[src/rtl/psb_pkg.sv]
package psb_pkg;

    localparam int BUS_W     = 32;
    localparam int BUS_BYTES = BUS_W / 8;

    typedef enum logic [1:0] {
        SZ_BYTE = 2'd0,
        SZ_HALF = 2'd1,
        SZ_WORD = 2'd2,
        SZ_WIDE = 2'd3
    } xsize_e;

    typedef enum logic [2:0] {
        ST_IDLE   = 3'd0,
        ST_DECODE = 3'd1,
        ST_ISSUE  = 3'd2,
        ST_WAIT   = 3'd3,
        ST_FAULT  = 3'd4
    } br_state_e;

    function automatic logic [2:0] size_step(xsize_e s);
        unique case (s)
            SZ_BYTE:         return 3'd1;
            SZ_HALF:         return 3'd2;
            SZ_WORD, SZ_WIDE: return 3'd4;
        endcase
    endfunction

endpackage

[src/rtl/psb_rr_arb.sv]
module psb_rr_arb #(
    parameter int N  = 4,
    parameter int IW = 2
) (
    input  logic [N-1:0]  pend,
    input  logic [IW-1:0] last,
    output logic [IW-1:0] pick,
    output logic          any
);

    generate
        if (N == 1) begin : g_single
            assign pick = '0;
            assign any  = pend[0];
        end else begin : g_multi
            always_comb begin
                any  = 1'b0;
                pick = last;
                for (int k = 1; k <= N; k++) begin
                    if (!any && pend[(int'(last) + k) % N]) begin
                        any  = 1'b1;
                        pick = IW'((int'(last) + k) % N);
                    end
                end
            end
        end
    endgenerate

endmodule

[src/rtl/psb_lane.sv]
module psb_lane
    import psb_pkg::*;
(
    input  xsize_e            size,
    input  logic [1:0]        lo,
    input  logic [BUS_W-1:0]  wbeat,
    input  logic [BUS_W-1:0]  rword,
    output logic [BUS_BYTES-1:0] be,
    output logic [BUS_W-1:0]  wlane,
    output logic [BUS_W-1:0]  rval
);

    logic [4:0] bsh;
    logic [4:0] hsh;

    assign bsh = {lo, 3'b000};
    assign hsh = {lo[1], 4'b0000};

    always_comb begin
        unique case (size)
            SZ_BYTE: begin
                be    = 4'b0001 << lo;
                wlane = {24'h0, wbeat[7:0]} << bsh;
                rval  = (rword >> bsh) & 32'h0000_00FF;
            end
            SZ_HALF: begin
                be    = lo[1] ? 4'b1100 : 4'b0011;
                wlane = {16'h0, wbeat[15:0]} << hsh;
                rval  = (rword >> hsh) & 32'h0000_FFFF;
            end
            SZ_WORD, SZ_WIDE: begin
                be    = 4'b1111;
                wlane = wbeat;
                rval  = rword;
            end
        endcase
    end

endmodule

[src/rtl/psb_addr_decode.sv]
module psb_addr_decode #(
    parameter int          ADDR_W      = 32,
    parameter int          PAGE_BITS   = 12,
    parameter int unsigned BASE_PAGE   = 4,
    parameter int          NUM_TARGETS = 4,
    parameter int          TW          = 2
) (
    input  logic [ADDR_W-1:0] addr,
    output logic              hit,
    output logic [TW-1:0]     idx
);

    localparam int PAGE_W = ADDR_W - PAGE_BITS;

    logic [PAGE_W-1:0] page;
    logic [PAGE_W-1:0] off;

    assign page = addr[ADDR_W-1:PAGE_BITS];
    assign off  = page - PAGE_W'(BASE_PAGE);
    assign hit  = (page >= PAGE_W'(BASE_PAGE)) && (off < PAGE_W'(NUM_TARGETS));
    assign idx  = TW'(off);

endmodule

[src/rtl/pbus_split_bridge.sv]
module pbus_split_bridge
    import psb_pkg::*;
#(
    parameter int          NUM_THREADS = 4,
    parameter int          NUM_TARGETS = 4,
    parameter int          ADDR_W      = 32,
    parameter int          PAGE_BITS   = 12,
    parameter int unsigned BASE_PAGE   = 4,
    parameter int          MAX_BEATS   = 4,
    localparam int         THR_W       = (NUM_THREADS > 1) ? $clog2(NUM_THREADS) : 1,
    localparam int         TGT_W       = (NUM_TARGETS > 1) ? $clog2(NUM_TARGETS) : 1,
    localparam int         LEN_W       = (MAX_BEATS > 1) ? $clog2(MAX_BEATS) : 1,
    localparam int         WD_W        = MAX_BEATS * BUS_W
) (
    input  logic                        clk,
    input  logic                        rst_n,
    input  logic                        req_valid,
    input  logic [THR_W-1:0]            req_thread,
    input  logic                        req_we,
    input  logic [ADDR_W-1:0]           req_addr,
    input  logic [LEN_W-1:0]            req_len,
    input  logic [1:0]                  req_size,
    input  logic [WD_W-1:0]             req_wdata,
    output logic [NUM_THREADS-1:0]      req_ready,
    output logic                        rsp_valid,
    output logic [THR_W-1:0]            rsp_thread,
    output logic [BUS_W-1:0]            rsp_rdata,
    output logic                        rsp_err,
    output logic                        rsp_last,
    output logic [NUM_TARGETS-1:0]      tgt_valid,
    output logic                        tgt_we,
    output logic [ADDR_W-1:0]           tgt_addr,
    output logic [BUS_BYTES-1:0]        tgt_be,
    output logic [BUS_W-1:0]            tgt_wdata,
    input  logic [NUM_TARGETS-1:0]      tgt_ack,
    input  logic [NUM_TARGETS*BUS_W-1:0] tgt_rdata
);

    typedef struct packed {
        logic              we;
        logic [ADDR_W-1:0] addr;
        logic [LEN_W-1:0]  len;
        xsize_e            size;
        logic [WD_W-1:0]   wdata;
    } slot_t;

    // per-thread request slots
    slot_t                  slot_q [NUM_THREADS];
    logic [NUM_THREADS-1:0] slot_full_q;

    // burst context
    br_state_e         state_q, state_d;
    logic [THR_W-1:0]  cur_thr_q;
    logic              cur_we_q;
    logic [ADDR_W-1:0] cur_addr_q;
    logic [LEN_W-1:0]  left_q;
    logic [LEN_W-1:0]  beat_q;
    xsize_e            cur_size_q;
    logic [WD_W-1:0]   cur_wd_q;
    logic [TGT_W-1:0]  cur_tgt_q;
    logic [THR_W-1:0]  rr_ptr_q;

    // registered outputs
    logic [NUM_TARGETS-1:0] tgt_valid_q;
    logic                   tgt_we_q;
    logic [ADDR_W-1:0]      tgt_addr_q;
    logic [BUS_BYTES-1:0]   tgt_be_q;
    logic [BUS_W-1:0]       tgt_wdata_q;
    logic                   rsp_valid_q;
    logic [THR_W-1:0]       rsp_thread_q;
    logic [BUS_W-1:0]       rsp_rdata_q;
    logic                   rsp_err_q;
    logic                   rsp_last_q;

    // helpers
    logic              arb_any;
    logic [THR_W-1:0]  arb_pick;
    logic              dec_hit;
    logic [TGT_W-1:0]  dec_idx;
    logic [BUS_BYTES-1:0] lane_be;
    logic [BUS_W-1:0]  lane_w;
    logic [BUS_W-1:0]  lane_r;
    logic [BUS_W-1:0]  beat_wd;
    logic [BUS_W-1:0]  sel_rword;
    logic              beat_done;
    logic              take_req;

    psb_rr_arb #(
        .N  (NUM_THREADS),
        .IW (THR_W)
    ) u_arb (
        .pend (slot_full_q),
        .last (rr_ptr_q),
        .pick (arb_pick),
        .any  (arb_any)
    );

    psb_addr_decode #(
        .ADDR_W      (ADDR_W),
        .PAGE_BITS   (PAGE_BITS),
        .BASE_PAGE   (BASE_PAGE),
        .NUM_TARGETS (NUM_TARGETS),
        .TW          (TGT_W)
    ) u_dec (
        .addr (cur_addr_q),
        .hit  (dec_hit),
        .idx  (dec_idx)
    );

    assign beat_wd   = cur_wd_q[beat_q*BUS_W +: BUS_W];
    assign sel_rword = tgt_rdata[cur_tgt_q*BUS_W +: BUS_W];

    psb_lane u_lane (
        .size  (cur_size_q),
        .lo    (cur_addr_q[1:0]),
        .wbeat (beat_wd),
        .rword (sel_rword),
        .be    (lane_be),
        .wlane (lane_w),
        .rval  (lane_r)
    );

    assign beat_done = (state_q == ST_WAIT) && tgt_ack[cur_tgt_q];
    assign take_req  = req_valid && (int'(req_thread) < NUM_THREADS)
                       && !slot_full_q[req_thread];
    assign req_ready = ~slot_full_q;

    // state register
    always_ff @(posedge clk) begin
        if (!rst_n) state_q <= ST_IDLE;
        else        state_q <= state_d;
    end

    // next-state logic
    always_comb begin
        state_d = state_q;
        unique case (state_q)
            ST_IDLE:   if (arb_any) state_d = ST_DECODE;
            ST_DECODE: state_d = dec_hit ? ST_ISSUE : ST_FAULT;
            ST_ISSUE:  state_d = ST_WAIT;
            ST_WAIT:   if (beat_done) state_d = (left_q == '0) ? ST_IDLE : ST_ISSUE;
            ST_FAULT:  state_d = ST_IDLE;
            default:   state_d = ST_IDLE;
        endcase
    end

    // slots, context and outputs
    always_ff @(posedge clk) begin
        if (!rst_n) begin
            slot_full_q  <= '0;
            for (int t = 0; t < NUM_THREADS; t++) slot_q[t] <= '0;
            cur_thr_q    <= '0;
            cur_we_q     <= 1'b0;
            cur_addr_q   <= '0;
            left_q       <= '0;
            beat_q       <= '0;
            cur_size_q   <= SZ_BYTE;
            cur_wd_q     <= '0;
            cur_tgt_q    <= '0;
            rr_ptr_q     <= THR_W'(NUM_THREADS - 1);
            tgt_valid_q  <= '0;
            tgt_we_q     <= 1'b0;
            tgt_addr_q   <= '0;
            tgt_be_q     <= '0;
            tgt_wdata_q  <= '0;
            rsp_valid_q  <= 1'b0;
            rsp_thread_q <= '0;
            rsp_rdata_q  <= '0;
            rsp_err_q    <= 1'b0;
            rsp_last_q   <= 1'b0;
        end else begin
            rsp_valid_q <= 1'b0;

            if (take_req) begin
                slot_full_q[req_thread]  <= 1'b1;
                slot_q[req_thread].we    <= req_we;
                slot_q[req_thread].addr  <= req_addr;
                slot_q[req_thread].len   <= req_len;
                slot_q[req_thread].size  <= xsize_e'(req_size);
                slot_q[req_thread].wdata <= req_wdata;
            end

            unique case (state_q)
                ST_IDLE: begin
                    if (arb_any) begin
                        slot_full_q[arb_pick] <= 1'b0;
                        cur_thr_q  <= arb_pick;
                        cur_we_q   <= slot_q[arb_pick].we;
                        cur_addr_q <= slot_q[arb_pick].addr;
                        left_q     <= slot_q[arb_pick].len;
                        cur_size_q <= slot_q[arb_pick].size;
                        cur_wd_q   <= slot_q[arb_pick].wdata;
                        beat_q     <= '0;
                    end
                end
                ST_DECODE: begin
                    cur_tgt_q <= dec_idx;
                end
                ST_ISSUE: begin
                    tgt_valid_q <= NUM_TARGETS'(1) << cur_tgt_q;
                    tgt_we_q    <= cur_we_q;
                    tgt_addr_q  <= cur_addr_q;
                    tgt_be_q    <= lane_be;
                    tgt_wdata_q <= cur_we_q ? lane_w : '0;
                end
                ST_WAIT: begin
                    if (beat_done) begin
                        tgt_valid_q  <= '0;
                        rsp_valid_q  <= 1'b1;
                        rsp_thread_q <= cur_thr_q;
                        rsp_rdata_q  <= cur_we_q ? '0 : lane_r;
                        rsp_err_q    <= 1'b0;
                        rsp_last_q   <= (left_q == '0);
                        if (left_q == '0) begin
                            rr_ptr_q <= cur_thr_q;
                        end else begin
                            cur_addr_q <= cur_addr_q + ADDR_W'(size_step(cur_size_q));
                            left_q     <= left_q - 1'b1;
                            beat_q     <= beat_q + 1'b1;
                        end
                    end
                end
                ST_FAULT: begin
                    rsp_valid_q  <= 1'b1;
                    rsp_thread_q <= cur_thr_q;
                    rsp_rdata_q  <= '0;
                    rsp_err_q    <= 1'b1;
                    rsp_last_q   <= 1'b1;
                    rr_ptr_q     <= cur_thr_q;
                end
                default: ;
            endcase
        end
    end

    assign tgt_valid  = tgt_valid_q;
    assign tgt_we     = tgt_we_q;
    assign tgt_addr   = tgt_addr_q;
    assign tgt_be     = tgt_be_q;
    assign tgt_wdata  = tgt_wdata_q;
    assign rsp_valid  = rsp_valid_q;
    assign rsp_thread = rsp_thread_q;
    assign rsp_rdata  = rsp_rdata_q;
    assign rsp_err    = rsp_err_q;
    assign rsp_last   = rsp_last_q;

endmodule

[config.mk]
export PLATFORM = sky130hd
export DESIGN_NAME = pbus_split_bridge
export DESIGN_NICKNAME = d
export VERILOG_FILES = /design/src/rtl/psb_pkg.sv /design/src/rtl/psb_rr_arb.sv /design/src/rtl/psb_lane.sv /design/src/rtl/psb_addr_decode.sv /design/src/rtl/pbus_split_bridge.sv
export SDC_FILE = /design/constraint.sdc
export NUM_CORES = 2
export LEC_CHECK = 0
export BUFFER_PORTS_ARGS = -buffer_cell sky130_fd_sc_hd__buf_2
export CAP_MARGIN = 20
export CORE_MARGIN = 1
export CORE_UTILIZATION = 54
export CTS_CLUSTER_SIZE = 20
export DETAILED_ROUTE_END_ITERATION = 7
export HOLD_SLACK_MARGIN = 0.12
export MAX_ROUTING_LAYER = met4
export PLACE_DENSITY = 0.82
export SYNTH_ARGS = -nofsm -noshare
export SYNTH_HDL_FRONTEND = slang
export SYNTH_SLANG_ARGS = --single-unit
[constraint.sdc]
create_clock -name clk -period 12.6 [get_ports clk]
set_input_delay 0.63 -clock clk [delete_from_list [all_inputs] [get_ports clk]]
set_output_delay 0.63 -clock clk [all_outputs]
set_load 0.01 [all_outputs]
==> flow_summary.ini <==
[status]
status = complete, no violations

[clock_tree]
cts_tree = done
cts_sinks = 950
path_clk_slew_ps = 60
cts_made_buffers = 96
root_buffer = clkbuf_16
cts_resized = 0
cts-hold-fix-buffers = 0
cts_buffer_depth = 3
post_cts_buffers = 0
clock_latency_ps = 680
cts_max_level = 3

[sta]
skew_ps = 62.4
rsz0062_at_grt = false
max_slew_margin_pct = 10.9
worst_pin_slew_ps = 1340
hold_violations = 0
period_share_pct = 35.9
period_minus_slack_ps = 4530
final.setup.worst_slack_ps = 8070
max_freq_mhz = 221
drv_slew = 0
final-setup-viol-count = 0
worst_hold_slack_ps = 250
fin_tns_setup_ps = 0

[yosys]
syn_area_per_cell_um2 = 11.6
ys_async_sr_fraction_pct = 0
synth_top_area_share_pct = 47.1
syn-cell-area_um2 = 42100
synth-xor-area-share_pct = 0
syn_nets = 3929
syn_inst = 3620
yosysSeqAreaShare_pct = 60.9
synth.most_common_cell = edfxtp_1
synth-simple-area-share_pct = 17.3
synth_seq_cells = 950
synth_top_cell_by_area = edfxtp_1
synth_common_cells = 660 x edfxtp_1, 456 x nand2_1, 331 x and2_1
synth_ff_type = edfxtp_1
synth_edf_count = 660
synth_cell_type_count = 75
synthMuxAreaShare_pct = 5.93
synth_top_family_by_area = simple AND/OR/NAND/NOR gates
synth_fa_ha_area_share_pct = 0.226
synthTopCellsByArea = edfxtp_1 47%, dfxtp_1 14%, mux4_2 5.8%
synth-compound-area-share_pct = 11.8
yosys_warnings = 0

[setup_path]
worstReg2RegEnd = cur_wd_q[44]
crit_chain = inv_1 > o22ai_1 > a221o_4 > buf_4 > buf_4 > a211oi_1 > a31o_2 > o21ai_0
critical_path.max_fanout = 87
crit_path_top_delay_cell = buf_4
cp-start-kind = flip-flop
r2r_cells = 8
r2r_slack_ps = 8070
worstPathRequired_ps = 13160
critPathCaptureType = flip-flop
rr_startpoint = slot_full_q[3]
critical-path-top-delay-family = buffers and inverters
criticalPathCategory = flip-flop to flip-flop
max_stage_delay_ps = 930
worstPathArrival_ps = 5090
path_common_cell = buf_4
cp.buffers_inverters = 3

[route]
wl_met1_mm = 46.2
dr.first_iter.drc_count = 4513
top_layer_used = met4
drc = 0
ant_nets = 0
met3_length_mm = 15.8
num_vias = 31900
finalWirelength_mm = 132
met2_length_mm = 61.9
vias_per_cell = 6.38
drt_pre_antenna_iters = 6
wire_per_inst_um = 26.3

[global_route]
grt_pass1_wl_mm = 191
grt_max_degree = 262
grt_pass1_vias = 29900
grt_usage_pct = 33.8
grt-ovfl-total = 0
grt_antenna_before_repair = 23

[die]
core_um2 = 76500
die_w_um = 281
num_rows = 101
dieArea_um2 = 79000
start_util_pct = 55.0
ios = 416
die_h_um = 281

[placement]
placed_cell_area_um2 = 44700
dp_hpwl_mm = 79.0
dpl.cell_count = 4798
routabilityCongestion = 0.915
port_buffers = 415
pre_cts_ws_ps = 8430

[power]
irDropWorstVdd_v = 0.000112
pwr-share-comb_pct = 13.7
power_frac_clock_pct = 38.5
p_int_uw = 5650
total_leakage_power_uw = 0.0191
p_sw_share_pct = 26.9
seqPwrFrac_pct = 47.8
p_sw_uw = 2080
p_per_area_nw_per_um2 = 161

[layout]
drive_gt1_share_pct = 21.9
nets = 4176
multi_input_area_um2 = 15000
final-instance-count-excl-fill = 5003
area_growth_pct = 14.2
fillers = 5629
final_area_um2 = 48000
regArea_um2 = 25600

[hold_path]
hp-start = req_wdata[104]
min_to = slot_q[2][104]
holdPathStages = 2
hold_class = input pin to flip-flop

[job]
cap_violations = 0
-- kinds of logic (layout without fill, tap and decap cells) --
kind of cell,after synthesis,count (layout)
AO/OA/AOI/OAI,706,706
other,0,22
buffers and inverters,395,726
AND/OR/NAND/NOR,1448,1448
adder cells (fa/ha/maj),7,7
flip-flops,950,950
multiplexers,114,114
-- cell type report --
cell class	instances	share of cell area, %
Sequential cell	950	53.4
Clock inverter	47	1.25
Inverter	83	0.649
Multi-Input combinational cell	2275	31.1
Tap cell	1030	2.68
Timing Repair Buffer	461	5.20
Clock buffer	135	5.61
Antenna cell	22	0.115
-- metrics by stage --
| step | util (%) | total power, µW |
|---|---|---|
| detailed placement | 58.4 | 4770 |
| CTS | 62.7 | 7700 |
| global route | 62.8 | 7930 |
| floorplan | - | 4410 |
| finish | 62.8 | 7730 |
| global placement | 58.4 | 4740 |
-- power by group through the flow --
| stage | clock [µW] | combinational [µW] | sequential (µW) |
|---|---|---|---|
| 4_1_cts | 2980 | 1030 | 3690 |
| 6_report | 2980 | 1060 | 3700 |
| 2_1_floorplan | 0 | 678 | 3730 |
| 3_3_place_gp | 0 | 998 | 3740 |
| 5_1_grt | 3110 | 1110 | 3710 |
| 3_5_place_dp | 0 | 1020 | 3750 |
-- state kept, by name, summed over array words and instances (netlist names), 3 cells and up --
| name | flops |
|---|---|
| tgt_addr | 32 |
| tgt_valid | 4 |
| slot_q | 660 |
| state_q | 3 |
| tgt_be | 4 |
| rsp_rdata | 32 |
| cur_addr_q | 32 |
| tgt_wdata | 32 |
| cur_wd_q | 128 |
| slot_full_q | 4 |
-- worst reg2reg max path: stages (launching register included) --
cell,delay [ps]
dfxtp_1,520
inv_1,140
o22ai_1,320
a221o_4,800
buf_4,930
buf_4,1050
a211oi_1,140
a31o_2,270
o21ai_0,250
-- how the worst max path moves through the flow --
stage | from | endpoint | cells past startpoint
floorplan | req_thread[1] | slot_q[1][0] | 3
global placement | slot_full_q[3] | cur_wd_q[43] | 8
detailed placement | slot_full_q[3] | cur_wd_q[33] | 8
CTS | slot_full_q[3] | cur_wd_q[44] | 8
global route | slot_full_q[3] | cur_wd_q[44] | 8
finish | slot_full_q[3] | cur_wd_q[44] | 8
-- metal layers --
| layer | vias to the layer above | GRT usage, % |
|---|---|---|
| met1 | 15500 | 40.9 |
| met4 | 0 | 18.7 |
| met2 | 2290 | 52.2 |
| met5 | - | - |
| li1 | 13800 | - |
| met3 | 366 | 7.79 |
-- placed cells by master (no fill, tap or decap), types with 117 or more instances in the layout --
cell,Yosys,final
edfxtp_1,660,660
a211oi_1,134,134
nor2_1,220,215
o21ai_0,141,137
and3_1,250,250
dfxtp_1,290,287
nand3_1,118,117
nand2_1,456,455
and2_1,331,330
buf_2,69,414
(Power assumes the default switching activity.)
